==> src/rtl/pll_search_pkg.sv <==
package pll_search_pkg;

    typedef enum logic [2:0] {
        ST_IDLE,
        ST_PICK_P,
        ST_LAUNCH,
        ST_WAIT,
        ST_FINISH
    } search_state_e;

endpackage

==> src/rtl/pll_restoring_div.sv <==
module pll_restoring_div #(
    parameter int unsigned W = 32
) (
    input  logic         clk,
    input  logic         rst_n,
    input  logic         start,
    input  logic [W-1:0] num,
    input  logic [W-1:0] den,
    output logic         done,
    output logic [W-1:0] quo
);
    localparam int unsigned CNT_W = $clog2(W + 1);

    typedef struct packed {
        logic             busy;
        logic             done;
        logic [CNT_W-1:0] cnt;
        logic [W:0]       rem;
        logic [W-1:0]     quo;
        logic [W-1:0]     den;
        logic [W-1:0]     num;
    } div_st_t;

    div_st_t d, q;
    logic [W:0] shifted;
    logic [W:0] trial;

    always_comb begin
        d       = q;
        d.done  = 1'b0;
        shifted = {q.rem[W-1:0], q.quo[W-1]};
        trial   = shifted - {1'b0, q.den};
        if (start) begin
            d.busy = 1'b1;
            d.cnt  = CNT_W'(W);
            d.rem  = '0;
            d.quo  = num;
            d.den  = den;
            d.num  = num;
        end else if (q.busy) begin
            if (!trial[W]) begin
                d.rem = trial;
                d.quo = {q.quo[W-2:0], 1'b1};
            end else begin
                d.rem = shifted;
                d.quo = {q.quo[W-2:0], 1'b0};
            end
            d.cnt = q.cnt - 1'b1;
            if (q.cnt == CNT_W'(1)) begin
                d.busy = 1'b0;
                d.done = 1'b1;
            end
        end
    end

    always_ff @(posedge clk or negedge rst_n) begin
        if (!rst_n) q <= '0;
        else        q <= d;
    end

    assign done = q.done;
    assign quo  = q.quo;

    // the finished quotient and remainder reconstruct the dividend
    a_r12_div_identity: assert property (@(posedge clk) disable iff (!rst_n)
        q.done |-> ((2*W)'(q.quo) * (2*W)'(q.den) + (2*W)'(q.rem[W-1:0]) == (2*W)'(q.num)));

    // the remainder stays below the divisor
    a_r12_rem_below_den: assert property (@(posedge clk) disable iff (!rst_n)
        q.done |-> (q.rem[W-1:0] < q.den));

    // one bit per cycle, so a new operation never arrives while busy
    a_r12_no_overlap: assert property (@(posedge clk) disable iff (!rst_n)
        start |-> !q.busy);

endmodule

==> src/rtl/pll_err_cmp.sv <==
module pll_err_cmp #(
    parameter int unsigned W = 32
) (
    input  logic [W-1:0] cand,
    input  logic [W-1:0] target,
    input  logic [W-1:0] best,
    output logic [W-1:0] err,
    output logic         better
);
    always_comb begin
        if (cand > target) err = cand - target;
        else               err = target - cand;
        better = (err < best);
    end
endmodule

==> src/rtl/pll_reg_pack.sv <==
module pll_reg_pack #(
    parameter int unsigned M_W = 6,
    parameter int unsigned N_W = 9,
    parameter int unsigned P_W = 5
) (
    input  logic [M_W-1:0] m_val,
    input  logic [N_W-1:0] n_val,
    input  logic [P_W-1:0] p_val,
    output logic [7:0]     m_byte,
    output logic [7:0]     n_byte,
    output logic [7:0]     p_byte
);
    logic [M_W-1:0] mm1;
    logic [N_W-1:0] nm1;
    logic [P_W-1:0] pm1;
    logic           n_hi;
    logic           unused_pack;

    assign mm1 = m_val - 1'b1;
    assign nm1 = n_val - 1'b1;
    assign pm1 = p_val - 1'b1;

    generate
        if (N_W > 8) begin : g_nhi
            assign n_hi = nm1[8];
        end else begin : g_nlo
            assign n_hi = 1'b0;
        end
    endgenerate

    assign m_byte = {n_hi, 7'(mm1)};
    assign n_byte = nm1[7:0];
    assign p_byte = {4'b0000, 1'b0, pm1[2:0]};

    assign unused_pack = ^{nm1, pm1};
endmodule

==> src/rtl/pll_coef_search.sv <==
module pll_coef_search
    import pll_search_pkg::*;
#(
    parameter int unsigned TGT_W   = 17,
    parameter int unsigned M_W     = 6,
    parameter int unsigned N_W     = 9,
    parameter int unsigned P_W     = 5,
    parameter int unsigned DIV_W   = 32,
    parameter int unsigned REF_KHZ = 33333,
    parameter int unsigned VCO_MIN = 400000,
    parameter int unsigned VCO_MAX = 800000,
    parameter int unsigned P_TOP   = 16,
    parameter int unsigned P_STEPS = 5,
    parameter int unsigned M_MIN   = 1,
    parameter int unsigned M_MAX   = 32,
    parameter int unsigned N_MIN   = 17,
    parameter int unsigned N_MAX   = 256
) (
    input  logic             clk,
    input  logic             rst_n,
    input  logic             start,
    input  logic [TGT_W-1:0] target_khz,
    output logic [M_W-1:0]   m_out,
    output logic [N_W-1:0]   n_out,
    output logic [P_W-1:0]   p_out,
    output logic [7:0]       m_byte,
    output logic [7:0]       n_byte,
    output logic [7:0]       p_byte,
    output logic             done
);
    localparam int unsigned PI_W = $clog2(P_STEPS);
    localparam int unsigned VP_W = TGT_W + P_W;
    localparam logic [VP_W-1:0] VCO_LO = VP_W'(VCO_MIN);
    localparam logic [VP_W-1:0] VCO_HI = VP_W'(VCO_MAX);
    localparam logic [PI_W-1:0] P_LAST = PI_W'(P_STEPS - 1);

    typedef struct packed {
        search_state_e    st;
        logic [PI_W-1:0]  p_idx;
        logic [M_W-1:0]   m;
        logic [N_W-1:0]   n;
        logic [TGT_W-1:0] tgt;
        logic [DIV_W-1:0] best_err;
        logic [M_W-1:0]   best_m;
        logic [N_W-1:0]   best_n;
        logic [P_W-1:0]   best_p;
        logic [M_W-1:0]   out_m;
        logic [N_W-1:0]   out_n;
        logic [P_W-1:0]   out_p;
        logic             done;
    } srch_st_t;

    localparam srch_st_t RESET_VAL = '{st: ST_IDLE, default: '0};

    srch_st_t d, q;

    logic [P_W-1:0]   p_cur;
    logic [VP_W-1:0]  vco;
    logic             p_ok;
    logic             div_start;
    logic [DIV_W-1:0] div_num;
    logic [DIV_W-1:0] div_den;
    logic             div_done;
    logic [DIV_W-1:0] div_quo;
    logic [DIV_W-1:0] cur_err;
    logic             cur_better;
    logic             last_n;
    logic             last_m;

    assign p_cur     = P_W'(P_TOP >> q.p_idx);
    assign vco       = VP_W'(q.tgt) * VP_W'(p_cur);
    assign p_ok      = (vco >= VCO_LO) && (vco <= VCO_HI);
    assign div_start = (q.st == ST_LAUNCH);
    assign div_num   = DIV_W'(REF_KHZ) * DIV_W'(q.n);
    assign div_den   = DIV_W'(q.m) * DIV_W'(p_cur);
    assign last_n    = (q.n == N_W'(N_MAX));
    assign last_m    = (q.m == M_W'(M_MAX));

    pll_restoring_div #(.W(DIV_W)) u_div (
        .clk   (clk),
        .rst_n (rst_n),
        .start (div_start),
        .num   (div_num),
        .den   (div_den),
        .done  (div_done),
        .quo   (div_quo)
    );

    pll_err_cmp #(.W(DIV_W)) u_cmp (
        .cand   (div_quo),
        .target (DIV_W'(q.tgt)),
        .best   (q.best_err),
        .err    (cur_err),
        .better (cur_better)
    );

    always_comb begin
        d      = q;
        d.done = 1'b0;
        unique case (q.st)
            ST_IDLE: begin
                if (start) begin
                    d.tgt      = target_khz;
                    d.p_idx    = '0;
                    d.best_err = '1;
                    d.best_m   = '0;
                    d.best_n   = '0;
                    d.best_p   = '0;
                    d.st       = ST_PICK_P;
                end
            end
            ST_PICK_P: begin
                if (p_ok) begin
                    d.m  = M_W'(M_MIN);
                    d.n  = N_W'(N_MIN);
                    d.st = ST_LAUNCH;
                end else if (q.p_idx == P_LAST) begin
                    d.st = ST_FINISH;
                end else begin
                    d.p_idx = q.p_idx + 1'b1;
                end
            end
            ST_LAUNCH: begin
                d.st = ST_WAIT;
            end
            ST_WAIT: begin
                if (div_done) begin
                    if (cur_better) begin
                        d.best_err = cur_err;
                        d.best_m   = q.m;
                        d.best_n   = q.n;
                        d.best_p   = p_cur;
                    end
                    if (!last_n) begin
                        d.n  = q.n + 1'b1;
                        d.st = ST_LAUNCH;
                    end else if (!last_m) begin
                        d.m  = q.m + 1'b1;
                        d.n  = N_W'(N_MIN);
                        d.st = ST_LAUNCH;
                    end else if (q.p_idx == P_LAST) begin
                        d.st = ST_FINISH;
                    end else begin
                        d.p_idx = q.p_idx + 1'b1;
                        d.st    = ST_PICK_P;
                    end
                end
            end
            ST_FINISH: begin
                d.out_m = q.best_m;
                d.out_n = q.best_n;
                d.out_p = q.best_p;
                d.done  = 1'b1;
                d.st    = ST_IDLE;
            end
            default: d.st = ST_IDLE;
        endcase
    end

    always_ff @(posedge clk or negedge rst_n) begin
        if (!rst_n) q <= RESET_VAL;
        else        q <= d;
    end

    pll_reg_pack #(.M_W(M_W), .N_W(N_W), .P_W(P_W)) u_pack (
        .m_val  (q.out_m),
        .n_val  (q.out_n),
        .p_val  (q.out_p),
        .m_byte (m_byte),
        .n_byte (n_byte),
        .p_byte (p_byte)
    );

    assign m_out = q.out_m;
    assign n_out = q.out_n;
    assign p_out = q.out_p;
    assign done  = q.done;

    // a division is launched only for a post-divider inside the VCO window
    a_r2_vco_window: assert property (@(posedge clk) disable iff (!rst_n)
        (q.st == ST_LAUNCH) |-> (vco >= VCO_LO && vco <= VCO_HI));

    // launched candidates stay inside the configured M and N ranges
    a_r3_mn_range: assert property (@(posedge clk) disable iff (!rst_n)
        (q.st == ST_LAUNCH) |-> (q.m >= M_W'(M_MIN) && q.m <= M_W'(M_MAX) &&
                                 q.n >= N_W'(N_MIN) && q.n <= N_W'(N_MAX)));

    // during a search the best error never grows
    a_r5_err_monotone: assert property (@(posedge clk) disable iff (!rst_n)
        (q.st != ST_IDLE) |=> (q.best_err <= $past(q.best_err)));

    // an empty result is all zeros
    a_r6_empty_zero: assert property (@(posedge clk) disable iff (!rst_n)
        (q.done && q.out_p == '0) |-> (q.out_m == '0 && q.out_n == '0));

    // the sampled target holds while a search runs
    a_r10_busy_ignore: assert property (@(posedge clk) disable iff (!rst_n)
        (q.st != ST_IDLE) |=> $stable(q.tgt));

    // done lasts a single cycle
    a_r11_done_pulse: assert property (@(posedge clk) disable iff (!rst_n)
        q.done |=> !q.done);

    // results move only together with done
    a_r11_hold: assert property (@(posedge clk) disable iff (!rst_n)
        !q.done |-> ($stable(q.out_m) && $stable(q.out_n) && $stable(q.out_p)));

endmodule

==> config.mk <==
export PLATFORM = sky130hd
export DESIGN_NAME = pll_coef_search
export DESIGN_NICKNAME = d
export VERILOG_FILES = /design/src/rtl/pll_search_pkg.sv /design/src/rtl/pll_restoring_div.sv /design/src/rtl/pll_err_cmp.sv /design/src/rtl/pll_reg_pack.sv /design/src/rtl/pll_coef_search.sv
export SDC_FILE = /design/constraint.sdc
export NUM_CORES = 1
export LEC_CHECK = 0
export BUFFER_PORTS_ARGS = -buffer_cell sky130_fd_sc_hd__buf_4
export CAP_MARGIN = 0
export CORE_MARGIN = 5
export CORE_UTILIZATION = 30
export DETAILED_ROUTE_END_ITERATION = 7
export GPL_TIMING_DRIVEN = 1
export SYNTH_ARGS = -nofsm -noshare
export SYNTH_HDL_FRONTEND = slang
export SYNTH_HIERARCHICAL = 1
export SYNTH_SLANG_ARGS = --single-unit
export TNS_END_PERCENT = 50
==> constraint.sdc <==
create_clock -name clk -period 7.1 [get_ports clk]
set_clock_uncertainty 0.2 [all_clocks]
set_input_delay 0.71 -clock clk [delete_from_list [all_inputs] [get_ports clk]]
set_output_delay 0.71 -clock clk [all_outputs]
set_load 0.01 [all_outputs]
==> flow_summary.yaml <==
run_status:
  status: "finished, final reports clean"
timing:
  fmax_ghz: 0.155
  period_share: 0.911
  rsz0062_at_grt: "false"
  hold_viol_final: 0
  slew_violations: 0
  maxSlewHeadroom: 0.272
  layout_min_cycle_time_ns: 6.47
  setup_ws_ns: 0.629
  worstMarginPinSlew_ns: 1.09
  setup_violations: 0
  fin_setup_tns_ns: 0
  holdWs_ns: 0.142
cells_and_area:
  diodes: 0
  syn_to_final_growth_pct: 10.0
  drive_above_1_share: 0.0995
  nets: 2922
clock_tree:
  path_clk_slew_ns: 0.06
  cts_setup_buffers: 0
  clkSinkCount: 215
  htreeDepth: 1
  post_cts_resized: 0
  cts_buffers: 30
  clock_latency_ns: 0.60
  cts_tree: "done"
  ctsLongestPathBuffers: 3
  cts_root_buffer: "clkbuf_16"
yosys:
  synthSimpleGateAreaFrac: 0.180
  syn_inst: 2571
  ys_seq_area_frac: 0.247
  synth_compound_area_frac: 0.188
  ys_seq_elements: 215
  synth_flop_cell: "dfrtp_1"
  synth_edf_count: 0
  synth_top_family_by_area: "adder cells"
  synth_area_um2: 21800
  yosysWarnings: 6
  yosys.area_share.xor_xnor: 0.0421
  synthAdderAreaFrac: 0.211
  postSynthAreaPerCell_um2: 8.48
  async_flop_share: 1.00
  synth.top_cell.area_share: 0.247
  ys_types: 118
  synth_top_cell_by_area: "dfrtp_1"
  synth_area_leaders: "dfrtp_1 25%, ha_1 14%, fa_1 6.9%"
  synthMuxAreaShare: 0.0419
hold_path:
  whs_path_depth: 2
  min-delay-start: "target_khz[4]"
  min_path_type: "in -> reg"
  hold_end: "q[77]$_DFFE_PN0P_"
drt:
  initialDrtViolationCount: 1143
  drcViolationCount: 0
  wire_per_inst_um: 15.8
  vias: 17600
  antenna_left: 0
  drt_first_pass_iters: 5
  routed_via_density: 4.95
  routed_wl_um: 56300
floorplanning:
  die_x_um: 280
  io_pins: 65
  num_rows: 98
  dieArea_um2: 78200
  core-area_um2: 71900
  initial_core_util: 0.304
  die_y_um: 280
global_routing:
  grt.total_usage: 0.141
  overflow: 0
  grt_pass1_wl_um: 92400
  antenna_found_initial: 0
  grt_max_degree: 142
  grt_pass1_vias: 17400
place:
  port_buffers: 58
  gp_congestion: 0.862
  hpwl_um: 42400
  place_ws_ns: 0.709
power:
  ir_drop_uv: 297
  p_leak_nw: 11.8
  powerDensity_nw_per_um2: 493
critical_path:
  worst_r2r_startpoint: "q[105]$_DFFE_PN0P_"
  worstSetupPathType: "reg -> reg"
  reg2reg_to: "q[96]$_DFFE_PN0P_"
  crit_path_end_kind: "flop"
  crit_fanout: 8
  critPathArrivalTime_ns: 6.75
  required_ns: 7.38
  r2r_slack_ns: 0.63
  worst_setup_path_start_kind: "flop"
  rr_worst_depth: 20
job:
  drv_cap: 0
==> repair_timing <==
action                                  CTS  global route
endpoints found under the setup margin    0             0
hold endpoints to repair                 74             0
hold buffers                              1             0
==> Yosys cell counts, types with 20 or more instances <==
cell      instances
mux2_2           41
dfrtp_1         215
nor2_1          122
a21oi_1         133
xor2_1           45
and3_1           33
o211ai_1         20
a21o_1           59
fa_1             75
inv_1           254
a311oi_1         22
o21ai_0         182
clkbuf_1         70
ha_1            247
nor3_1           30
mux2i_1          44
nor2b_1          20
nand2_1         343
and2_1           91
xnor2_1          58
buf_4            68
nand3_1          59
==> worst max-delay path by stage <==
stage          cells past startpoint  slack [ns]                from            endpoint
4_1_cts                           20        0.69  q[105]$_DFFE_PN0P_   q[96]$_DFFE_PN0P_
3_3_place_gp                      20        0.80  q[105]$_DFFE_PN0P_   q[95]$_DFFE_PN0P_
3_5_place_dp                      20        0.71  q[105]$_DFFE_PN0P_   q[96]$_DFFE_PN0P_
5_1_grt                           21        0.33  q[105]$_DFFE_PN0P_   q[96]$_DFFE_PN0P_
2_1_floorplan                     21        1.02  q[105]$_DFFE_PN0P_  q[106]$_DFFE_PN0P_
6_report                          20        0.63  q[105]$_DFFE_PN0P_   q[96]$_DFFE_PN0P_
==> cells in the final DEF, fill, tap and decap left out, types with 8 or more instances in the layout <==
| cell | instances |
|---|---|
| a211oi_1 | 16 |
| a21o_1 | 59 |
| a21oi_1 | 133 |
| a221o_1 | 8 |
| a311oi_1 | 22 |
| a31oi_1 | 14 |
| and2_1 | 91 |
| and3_1 | 33 |
| buf_4 | 85 |
| clkbuf_16 | 30 |
| conb_1 | 63 |
| dfrtp_1 | 214 |
| fa_1 | 75 |
| ha_1 | 247 |
| inv_1 | 254 |
| mux2_2 | 41 |
| mux2i_1 | 44 |
| nand2_1 | 343 |
| nand2b_1 | 14 |
| nand3_1 | 59 |
| nand4_1 | 19 |
| nor2_1 | 119 |
| nor2b_1 | 20 |
| nor3_1 | 30 |
| nor3b_1 | 9 |
| o211ai_1 | 20 |
| o21a_1 | 9 |
| o21ai_0 | 182 |
| o21ai_1 | 12 |
| o21bai_1 | 12 |
| o31ai_1 | 19 |
| or2_2 | 8 |
| or3_1 | 11 |
| xnor2_1 | 58 |
| xor2_1 | 45 |
==> cell families (layout without fill, tap and decap cells) <==
group | count (synthesis) | count (layout)
xor gates and xnor gates | 104 | 104
other | 2 | 63
and+or+nand+nor | 806 | 806
adders and majority gates | 322 | 322
AOI/OAI and AO/OA | 608 | 608
DFF | 215 | 215
muxes | 86 | 86
buffers and inverters | 428 | 400
==> layout make-up <==
type	count	area [um2]
clock buffer	40	858
timing repair buffer	90	723
inverter	254	953
sequential	215	5380
fill	7615	47900
multi-input combinational	1989	14700
clock inverter	16	155
tap	950	1190
==> power by group <==
part	total, W	leakage, nW	internal, W	switching [W]
Clock	0.00152	0.491	0.000892	0.000628
Sequential	0.00218	2.77	0.00167	0.000509
Combinational	0.00814	8.55	0.00327	0.00487
Total	0.0118	11.8	0.00583	0.00601
==> metal layers <==
| layer | share of wire | routed length [um] | GRT usage |
|---|---|---|---|
| met5 | 0 | 0 | 0 |
| met4 | 0.030 | 1680 | 0.0406 |
| met3 | 0.050 | 2800 | 0.0246 |
| met2 | 0.45 | 25400 | 0.235 |
| met1 | 0.47 | 26400 | 0.190 |
==> state kept, by name (all words and copies together) (netlist names) <==
name	cells
n_out	9
m_out	6
done	1
u_div/q	71
p_out	5
u_div/done	1
q	90
u_div/quo	32
==> through the flow <==
step	utilization	power (W)	cells	instance area [um2]
after floorplan	-	0.00845	2632	22000
after global placement	0.320	0.0102	3497	23000
after detailed placement	0.320	0.0103	3497	23000
after CTS	0.334	0.0119	3554	24000
after global routing	0.334	0.0131	3554	24000
final	0.334	0.0118	3554	24000
==> critical path, stage by stage, from the launching register on <==
cell and delay [ns]:
dfrtp_1 0.42, inv_1 0.10, ha_1 0.13, nor2b_1 0.39, and2_1 0.21, fa_1 0.44
fa_1 0.54, inv_1 0.05, fa_1 0.54, inv_1 0.04, ha_1 0.37, and3_1 0.20
a2111o_1 0.49, xor2_1 0.19, o41ai_2 0.34, a21oi_1 0.13, o22ai_1 0.25, a311oi_2 0.20
a2111oi_4 0.54, o21ai_4 0.15, a221o_1 0.40
Note: power is estimated with default switching activity, not from simulation.
